--- src/rtl/sram_seq_pkg.sv ---
package sram_seq_pkg;

  typedef enum logic [2:0] {
    ST_IDLE,
    ST_RD_SEL,
    ST_RD_ACC,
    ST_WR_ADDR,
    ST_WR_SETUP,
    ST_WR_TURN,
    ST_WR_DATA,
    ST_WR_HOLD
  } seqState_t;

  // strobes from control to datapath
  typedef struct packed {
    logic accept;   // latch request
    logic capture;  // sample read pins
    logic drive;    // enable write data onto pins
    logic csN;
    logic oeN;
    logic weN;
  } seqStrobe_t;

endpackage

--- src/rtl/sram_seq_ctrl.sv ---
module sram_seq_ctrl
  import sram_seq_pkg::*;
#(
  parameter int ACC_WAIT   = 3,
  parameter int SETUP_WAIT = 2,
  parameter int TURN_WAIT  = 1,
  parameter int WRITE_WAIT = 2
) (
  input  logic       clk,
  input  logic       rstN,
  input  logic       reqValid,
  input  logic       reqWrite,
  output logic       reqReady,
  output logic       done,
  output seqStrobe_t strobe
);

  localparam int MAX_AB  = (ACC_WAIT > SETUP_WAIT) ? ACC_WAIT : SETUP_WAIT;
  localparam int MAX_CD  = (TURN_WAIT > WRITE_WAIT) ? TURN_WAIT : WRITE_WAIT;
  localparam int MAX_W   = (MAX_AB > MAX_CD) ? MAX_AB : MAX_CD;
  localparam int CNT_W   = (MAX_W < 2) ? 1 : $clog2(MAX_W);

  localparam logic [CNT_W-1:0] LD_ACC   = CNT_W'(ACC_WAIT - 1);
  localparam logic [CNT_W-1:0] LD_SETUP = CNT_W'(SETUP_WAIT - 1);
  localparam logic [CNT_W-1:0] LD_TURN  = CNT_W'(TURN_WAIT - 1);
  localparam logic [CNT_W-1:0] LD_WRITE = CNT_W'(WRITE_WAIT - 1);

  seqState_t        state, stateNxt;
  logic [CNT_W-1:0] waitCnt, waitCntNxt;
  logic             doneQ, doneNxt;
  logic             cntZero;

  assign cntZero = (waitCnt == '0);

  always_comb begin
    stateNxt   = state;
    waitCntNxt = cntZero ? waitCnt : waitCnt - 1'b1;
    doneNxt    = 1'b0;
    unique case (state)
      ST_IDLE: if (reqValid && !doneQ) begin
        if (reqWrite) begin
          stateNxt   = ST_WR_ADDR;
          waitCntNxt = '0;
        end else begin
          stateNxt   = ST_RD_SEL;
          waitCntNxt = LD_TURN;
        end
      end
      ST_RD_SEL: if (cntZero) begin
        stateNxt   = ST_RD_ACC;
        waitCntNxt = LD_ACC;
      end
      ST_RD_ACC: if (cntZero) begin
        stateNxt = ST_IDLE;
        doneNxt  = 1'b1;
      end
      ST_WR_ADDR: begin
        stateNxt   = ST_WR_SETUP;
        waitCntNxt = LD_SETUP;
      end
      ST_WR_SETUP: if (cntZero) begin
        stateNxt   = ST_WR_TURN;
        waitCntNxt = LD_TURN;
      end
      ST_WR_TURN: if (cntZero) begin
        stateNxt   = ST_WR_DATA;
        waitCntNxt = LD_WRITE;
      end
      ST_WR_DATA: if (cntZero) stateNxt = ST_WR_HOLD;
      ST_WR_HOLD: begin
        stateNxt = ST_IDLE;
        doneNxt  = 1'b1;
      end
      default: stateNxt = ST_IDLE;
    endcase
  end

  always_ff @(posedge clk) begin
    if (!rstN) begin
      state   <= ST_IDLE;
      waitCnt <= '0;
      doneQ   <= 1'b0;
    end else begin
      state   <= stateNxt;
      waitCnt <= waitCntNxt;
      doneQ   <= doneNxt;
    end
  end

  // doneQ marks the completion clock, spent idle with strobes high
  assign done     = doneQ;
  assign reqReady = (state == ST_IDLE) && !doneQ;

  always_comb begin
    strobe         = '0;
    strobe.csN     = 1'b1;
    strobe.oeN     = 1'b1;
    strobe.weN     = 1'b1;
    strobe.accept  = (state == ST_IDLE) && !doneQ && reqValid;
    strobe.capture = (state == ST_RD_ACC) && cntZero;
    unique case (state)
      ST_RD_SEL:   strobe.csN = 1'b0;
      ST_RD_ACC:   begin strobe.csN = 1'b0; strobe.oeN = 1'b0; end
      ST_WR_SETUP: strobe.csN = 1'b0;
      ST_WR_TURN:  begin strobe.csN = 1'b0; strobe.weN = 1'b0; end
      ST_WR_DATA:  begin strobe.csN = 1'b0; strobe.weN = 1'b0; strobe.drive = 1'b1; end
      ST_WR_HOLD:  begin strobe.csN = 1'b0; strobe.drive = 1'b1; end
      default:     ;
    endcase
  end

endmodule

--- src/rtl/sram_seq_dpath.sv ---
module sram_seq_dpath
  import sram_seq_pkg::*;
#(
  parameter int ADDR_W = 10,
  parameter int DATA_W = 16
) (
  input  logic              clk,
  input  logic              rstN,
  input  seqStrobe_t        strobe,
  input  logic [ADDR_W-1:0] reqAddr,
  input  logic [DATA_W-1:0] reqWdata,
  input  logic [DATA_W-1:0] sramDin,
  output logic [ADDR_W-1:0] sramAddr,
  output logic [DATA_W-1:0] sramDout,
  output logic              sramDoe,
  output logic [DATA_W-1:0] rdData
);

  logic [ADDR_W-1:0] addrQ;
  logic [DATA_W-1:0] wdataQ;
  logic [DATA_W-1:0] rdQ;

  always_ff @(posedge clk) begin
    if (!rstN) begin
      addrQ  <= '0;
      wdataQ <= '0;
      rdQ    <= '0;
    end else begin
      if (strobe.accept) begin
        addrQ  <= reqAddr;
        wdataQ <= reqWdata;
      end
      if (strobe.capture) rdQ <= sramDin;
    end
  end

  assign sramAddr = addrQ;
  assign sramDout = wdataQ;
  assign sramDoe  = strobe.drive;
  assign rdData   = rdQ;

endmodule

--- src/rtl/sram_seq_top.sv ---
module sram_seq_top
  import sram_seq_pkg::*;
#(
  parameter int ADDR_W     = 10,
  parameter int DATA_W     = 16,
  parameter int ACC_WAIT   = 3,
  parameter int SETUP_WAIT = 2,
  parameter int TURN_WAIT  = 1,
  parameter int WRITE_WAIT = 2
) (
  input  logic              clk,
  input  logic              rstN,
  input  logic              reqValid,
  output logic              reqReady,
  input  logic              reqWrite,
  input  logic [ADDR_W-1:0] reqAddr,
  input  logic [DATA_W-1:0] reqWdata,
  output logic              done,
  output logic [DATA_W-1:0] rdData,
  output logic [ADDR_W-1:0] sramAddr,
  output logic              sramCsN,
  output logic              sramOeN,
  output logic              sramWeN,
  output logic [DATA_W-1:0] sramDout,
  output logic              sramDoe,
  input  logic [DATA_W-1:0] sramDin
);

  seqStrobe_t strobe;

  sram_seq_ctrl #(
    .ACC_WAIT(ACC_WAIT), .SETUP_WAIT(SETUP_WAIT),
    .TURN_WAIT(TURN_WAIT), .WRITE_WAIT(WRITE_WAIT)
  ) u_ctrl (
    .clk(clk), .rstN(rstN), .reqValid(reqValid), .reqWrite(reqWrite),
    .reqReady(reqReady), .done(done), .strobe(strobe)
  );

  sram_seq_dpath #(.ADDR_W(ADDR_W), .DATA_W(DATA_W)) u_dpath (
    .clk(clk), .rstN(rstN), .strobe(strobe), .reqAddr(reqAddr),
    .reqWdata(reqWdata), .sramDin(sramDin), .sramAddr(sramAddr),
    .sramDout(sramDout), .sramDoe(sramDoe), .rdData(rdData)
  );

  assign sramCsN = strobe.csN;
  assign sramOeN = strobe.oeN;
  assign sramWeN = strobe.weN;

endmodule

--- config.mk ---
export PLATFORM = sky130hd
export DESIGN_NAME = sram_seq_top
export DESIGN_NICKNAME = d
export VERILOG_FILES = /design/src/rtl/sram_seq_pkg.sv /design/src/rtl/sram_seq_ctrl.sv /design/src/rtl/sram_seq_dpath.sv /design/src/rtl/sram_seq_top.sv
export SDC_FILE = /design/constraint.sdc
export NUM_CORES = 1
export LEC_CHECK = 0
export BUFFER_PORTS_ARGS = -buffer_cell sky130_fd_sc_hd__buf_2
export CORE_MARGIN = 2
export CORE_UTILIZATION = 46
export DETAILED_ROUTE_END_ITERATION = 6
export PLACE_DENSITY = 0.89
export SLEW_MARGIN = 40
export SYNTH_ARGS = -nofsm -noshare
export SYNTH_HDL_FRONTEND = slang
export SYNTH_SLANG_ARGS = --single-unit
--- constraint.sdc ---
create_clock -name clk -period 1.6 [get_ports clk]
set_input_delay 0.32 -clock clk [delete_from_list [all_inputs] [get_ports clk]]
set_output_delay 0.32 -clock clk [all_outputs]
set_load 0.02 [all_outputs]
# ---- After elaboration in Yosys (flattened, before gate mapping)
# Index checks and enable logic that the tools add are counted.
dict set report word_totals {
  regBits 48
  in_bits 46
  wordCells 51
}
dict set report op_classes {
  addsub 1
  n_eq_ne 13
  n_mux 20
  reduce_logical 11
}
# op n
set op_table {}
lappend op_table {{3-bit one-hot mux with 8 select lines} 1}
lappend op_table {{3-bit two-way mux} 6}
lappend op_table {{3-bit == test (second input constant)} 4}
lappend op_table {{2-bit two-way mux} 6}
lappend op_table {{2-bit by 1-bit != test with 1-bit output (second input constant)} 6}
lappend op_table {{2-bit one-hot mux with 5 select lines} 1}
lappend op_table {{3-bit by 2-bit == test with 1-bit output (second input constant)} 2}
lappend op_table {{6-bit AND reduction} 1}
lappend op_table {{6-bit OR reduction} 1}
lappend op_table {{1-bit two-way mux} 5}
lappend op_table {{1-bit logical AND} 4}
lappend op_table {{2-bit OR reduction} 2}
lappend op_table {{3-bit by 1-bit == test with 1-bit output (second input constant)} 1}
lappend op_table {{3-bit logical NOT} 1}
lappend op_table {{2-bit logical NOT} 1}
lappend op_table {{1-bit one-hot mux with 2 select lines} 1}
lappend op_table {{2-bit by 1-bit subtractor with 2-bit output (second input constant)} 1}
lappend op_table {{1-bit logical NOT} 1}

# ---- Longest topological paths before layout
dict set report logic_depth {
  word_depth 4
  ltp_mapped 6
  ltp_nobuf 5
}

# ---- Modules after synthesis
# A second synthesis with hierarchy kept.
dict set report unflattened {
  hier_cells 192
  hier_area_um2 2035.7
}
# mod instances cells_per_inst area_each_um2 seq_area_each_um2
set by_module_without_submodules {}
lappend by_module_without_submodules {sram_seq_dpath 1 136 1624.1 840.8}
lappend by_module_without_submodules {sram_seq_ctrl 1 56 411.6 120.1}

# ---- Worst setup path after synthesis
# No wires, ideal clock.
dict set report synth_path {
  path_kind {register -> register}
  start {reg u_ctrl.state[2]}
  end {reg u_dpath.addrQ[2], in the netlist u_dpath.sramAddr[2]}
  setup_time_ns 0.072
  arrival_ns 1.427
  required_time_ns 1.528
  slack_ns 0.102
  path_stages_with_launch 6
  period_less_slack_ns 1.498
  cell_sequence {dfxtp_1 -> nor4_4 -> and2_4 -> buf_12 -> buf_12 -> mux2i_1}
}
dict set report synth_via {
  elab_chain_cells 3
}
# element line
set synth_lines {}
lappend synth_lines {{start: declaration} sram_seq_ctrl.sv:28} ;# seqState_t state, stateNxt;
lappend synth_lines {{start signal: assignment} sram_seq_ctrl.sv:84} ;# state <= stateNxt;
lappend synth_lines {{3-bit logical NOT} -}
lappend synth_lines {{1-bit logical AND} -}
lappend synth_lines {{named net reqReady} sram_seq_top.sv:14} ;# output logic reqReady,
lappend synth_lines {{1-bit logical AND} sram_seq_ctrl.sv:99} ;# strobe.accept = (state == ST_IDLE) && !doneQ && reqValid;
lappend synth_lines {{end signal: assignment} sram_seq_dpath.sv:30} ;# addrQ <= reqAddr;
lappend synth_lines {{end: declaration} sram_seq_dpath.sv:19} ;# logic [ADDR_W-1:0] addrQ;
# The timed path passes the listed nets, and every way through them passes these cells.
# A chain may end at the register's enable or synchronous reset.

# ---- Worst setup path in the final report
dict set report layout_path {
  start {reg u_ctrl.state[0]}
  end {out reqReady}
}
dict set report layout_via {
  elab_chain_cells 2
}
# element line
set layout_lines {}
lappend layout_lines {{3-bit logical NOT} sram_seq_ctrl.sv:92} ;# assign reqReady = (state == ST_IDLE) && !doneQ;
lappend layout_lines {{1-bit logical AND} sram_seq_ctrl.sv:92}
lappend layout_lines {{end: declaration} sram_seq_top.sv:14}
# Every way passes these cells.

==> summary.log <==
qor: clocking.number_of_clock_sinks 48
qor: floorplanning.total_die_area 5000 sq um
qor: clocking.cts.reportedPaths.clkPinSlew 0.09 ns
qor: power.irDropWorstVdd 0.000601 V
qor: logic_synthesis.yosys-top-cells-area sky130_fd_sc_hd__dfxtp_1 (47%), sky130_fd_sc_hd__nand2_1 (13%), sky130_fd_sc_hd__mux2i_1 (13%), sky130_fd_sc_hd__o21ai_0 (4.6%), sky130_fd_sc_hd__nand3_1 (4.2%)
qor: clocking.clock-root-buffer sky130_fd_sc_hd__clkbuf_8
qor: final_layout.nFillCells 400
qor: critical_path.regToRegEndpoint u_dpath.sramAddr[3]
qor: clocking.post-cts-setup-buffers 0
qor: final_layout.area.growth.synth_to_final 29.2%
qor: logic_synthesis.mappedNetlistArea 2050 sq um
qor: logic_synthesis.ys_seq_elements 48
qor: critical_path.critical_path_arrival 1.21 ns
qor: critical_path.r2r_cells 4
qor: global_routing.globalRoute.totalOverflow 0
qor: critical_path.path_class reg2out
qor: detailed_routing.number_of_violations_reported_at_the_end_of_detailed_routing_iteration_0 47
qor: detailed_routing.met3RoutedLength 327 um
qor: power.powerDensity 1170 nW/um^2
qor: clocking.ctsHoldBuffers 0
qor: floorplanning.ioPinCount 94
qor: detailed_routing.wire_length_on_met2 2060 um
qor: critical_path.crit_path_end reqReady
qor: sta.finalCriticalPeriod 1.53 ns
qor: global_routing.grt.total_usage 17.5%
qor: placement.port_buffers 93
qor: detailed_routing.maxUsedRoutingLayer met4
qor: critical_path.worstSetupStartpointType flop
qor: logic_synthesis.postSynthCellCount 233
qor: sta.skew 0.00304 ns
qor: detailed_routing.dr.pass1.iters 4
qor: detailed_routing.drt_wl_total 4230 um
qor: detailed_routing.route.vias.total 1,819
qor: logic_synthesis.synth.net_count 282
qor: global_routing.antenna_found_initial 0
qor: power.seq_power_share 47.1%
qor: logic_synthesis.synthDominantCellAreaShare 46.9%
qor: critical_path.regToRegStartpoint u_ctrl.state[0]
qor: min_path.min-delay-path-class in2reg
qor: sta.period_share 95.6%
qor: detailed_routing.number_of_design_rule_violations_left_after_detail_routing 0
qor: logic_synthesis.yosysSeqAreaShare 46.9%
qor: critical_path.cp-end-kind primary output
qor: critical_path.timing.critical_path.cells nor4_4 > buf_4
qor: final_layout.diodes 0
qor: clocking.depth_of_the_cts_h_tree 2
qor: power.intPower 0.00208 W
qor: detailed_routing.viasPerCell 4.88
qor: global_routing.grt_pass1_vias 1,758
qor: logic_synthesis.synth_area_leader_cell sky130_fd_sc_hd__dfxtp_1
qor: critical_path.timing.critical_path.from u_ctrl.state[0]
qor: clocking.clockBufferDepth 2
qor: placement.globalplace.congestion 0.780
qor: detailed_routing.final_antenna_net_count 0
qor: floorplanning.floorplan.core_area 4320 sq um
qor: clocking.tritoncts yes
qor: critical_path.crit_path_max_incr_delay 0.41 ns
qor: global_routing.grt_max_degree 51
qor: clocking.cts_buffers 5
qor: logic_synthesis.post_synth.cell_area_avg 8.79 sq um
qor: final_layout.layout.nets 369
qor: floorplanning.std_cell_rows 24
qor: sta.final_max_slew_viol_count 0
qor: floorplanning.die_w 70.7 um
qor: global_routing.grt_pass1_wl 7290 um
qor: power.net-switching-power 0.00100 W
qor: power.power.static_leakage 1.25 nW
qor: floorplanning.start_util 47.3%
qor: run.drv.max_cap_violation_count 0
qor: sta.setup-violations-final 0
qor: detailed_routing.routedLengthMet1 1820 um
qor: sta.worst_hold_slack 0.238 ns
qor: status.run_status complete, no violations
qor: logic_synthesis.yosysUniqueCellTypes 29
qor: critical_path.r2r_setup_slack 0.17 ns
qor: power.pwr-share-clk 24.3%
qor: floorplanning.die_y 70.7 um
qor: power.gate_power_share 28.6%
qor: critical_path.timing.critical_path.fanout_max 15
qor: final_layout.final_layout_size_suffix_gt1_share 36.1%
qor: sta.worst-slew-pin-transition 0.355 ns
qor: clocking.worst_skew_pair.late_latency 0.29 ns
qor: logic_synthesis.synth-warning-count 0
qor: sta.final_hold_viol_count 0
qor: clocking.post_cts.resized_instances 3
qor: sta.grt_setup_unrepaired false
qor: power.finalPower 0.00308 W
qor: sta.relSlewSlack 76.3%
qor: power.sw_frac_of_total 32.6%
qor: sta.peak_freq 654 MHz
qor: critical_path.crit_required 1.28 ns
qor: detailed_routing.detail_route.wl_per_cell 11.3 um
qor: critical_path.cpMaxStageDelayCell sky130_fd_sc_hd__dfxtp_4
qor: placement.post-dp-hpwl 3110 um
state kept, by name (all words and copies together) (netlist names):
| name | flops |
|---|---|
| u_ctrl.done | 1 |
| u_ctrl.state | 3 |
| u_ctrl.waitCnt | 2 |
| u_dpath.rdData | 16 |
| u_dpath.sramAddr | 10 |
| u_dpath.sramDout | 16 |
worst max-delay path, delay by kind of cell (launching register included):
kind / cells / cell delay, ns
simple gates: 1 / 0.31
buf+inv: 1 / 0.20
flops: 1 / 0.41
layout make-up:
cell class,count,area (sq um),share of cell area [%]
multi-input cells,164,967,36.6
well taps,52,65.1,2.46
inverters,2,7.51,0.284
flip-flops and latches,48,970,36.7
repair buffers,99,538,20.4
clock inverters,2,13.8,0.521
clock buffers,6,82.6,3.12
metrics by stage:
stage | util [%] | TNS (ns) | cell area (sq um) | std cells | setup slack (ns)
2_1_floorplan | - | 0 | 2050 | 233 | 0.102
3_3_place_gp | 58.4 | 0 | 2520 | 365 | 0.0739
3_5_place_dp | 58.4 | -0.0843 | 2520 | 365 | -0.0427
4_1_cts | 60.7 | 0 | 2630 | 373 | 0.0236
5_1_grt | 61.1 | 0 | 2640 | 373 | 0.00697
6_report | 61.1 | 0 | 2640 | 373 | 0.0702
cells in the final DEF (no fill, tap or decap), types with 2 or more instances in the layout:
master / n
sky130_fd_sc_hd__mux2i_1: 26
sky130_fd_sc_hd__nand2_1: 71
sky130_fd_sc_hd__and3_1: 2
sky130_fd_sc_hd__a21oi_1: 3
sky130_fd_sc_hd__nand3_1: 17
sky130_fd_sc_hd__or3b_2: 2
sky130_fd_sc_hd__and2_1: 2
sky130_fd_sc_hd__ha_1: 3
sky130_fd_sc_hd__clkbuf_8: 6
sky130_fd_sc_hd__nor2b_1: 2
sky130_fd_sc_hd__nor2_1: 2
sky130_fd_sc_hd__buf_2: 92
sky130_fd_sc_hd__inv_1: 2
sky130_fd_sc_hd__dfxtp_4: 2
sky130_fd_sc_hd__o21ai_0: 19
sky130_fd_sc_hd__buf_12: 2
sky130_fd_sc_hd__dfxtp_1: 45
sky130_fd_sc_hd__buf_4: 5
sky130_fd_sc_hd__nor3_1: 2
sky130_fd_sc_hd__a21boi_0: 2
power by group through the flow:
stage | Combinational, W | Sequential, W | Clock [W]
6_report | 0.000881 | 0.00145 | 0.000750
5_1_grt | 0.000963 | 0.00147 | 0.000827
4_1_cts | 0.000880 | 0.00145 | 0.000788
3_5_place_dp | 0.000879 | 0.00147 | 0
3_3_place_gp | 0.000857 | 0.00146 | 0
2_1_floorplan | 0.000517 | 0.00160 | 0
cells in the mapped netlist (all sizes together):
cell and number:
nand3 17, xor2 1, a211oi 1, nor4 1, dfxtp 48, a21boi 2
and3b 1, mux2i 26, o31a 1, ha 3, nor2 2, and3 2
nor3 2, and2 3, o21ai 19, nor4b 1, clkbuf 14, inv 2
nand3b 1, nor2b 2, buf 5, and4bb 1, nand2 71, or3b 2
nor3b 1, xnor2 1, a21oi 3
kinds of logic after synthesis:
family | synth area share (%)
AO/OA/AOI/OAI | 6.91
buffers and inverters | 6.36
AND/OR/NAND/NOR | 24.4
XOR/XNOR | 0.856
flip-flops | 46.9
adder cells (fa/ha/maj) | 1.83
multiplexers | 12.7
per-layer routing:
| metal | global-route usage, % | up-vias |
|---|---|---|
| met1 | 19.5 | 814 |
| met5 | 0 | - |
| met3 | 5.98 | 5 |
| li1 | - | 941 |
| met4 | 5.45 | 0 |
| met2 | 31.5 | 59 |
worst min path at each step:
stage	startpoint	end	cells after the start
finish	sramDin[2]	u_dpath.rdData[2]	3
global route	sramDin[14]	u_dpath.rdData[14]	3
CTS	sramDin[2]	u_dpath.rdData[2]	3
detailed placement	u_dpath.sramAddr[0]	u_dpath.sramAddr[0]	2
global placement	u_dpath.sramAddr[2]	u_dpath.sramAddr[2]	2
floorplan	sramDin[0]	u_dpath.rdData[0]	2
(Power assumes the default switching activity.)
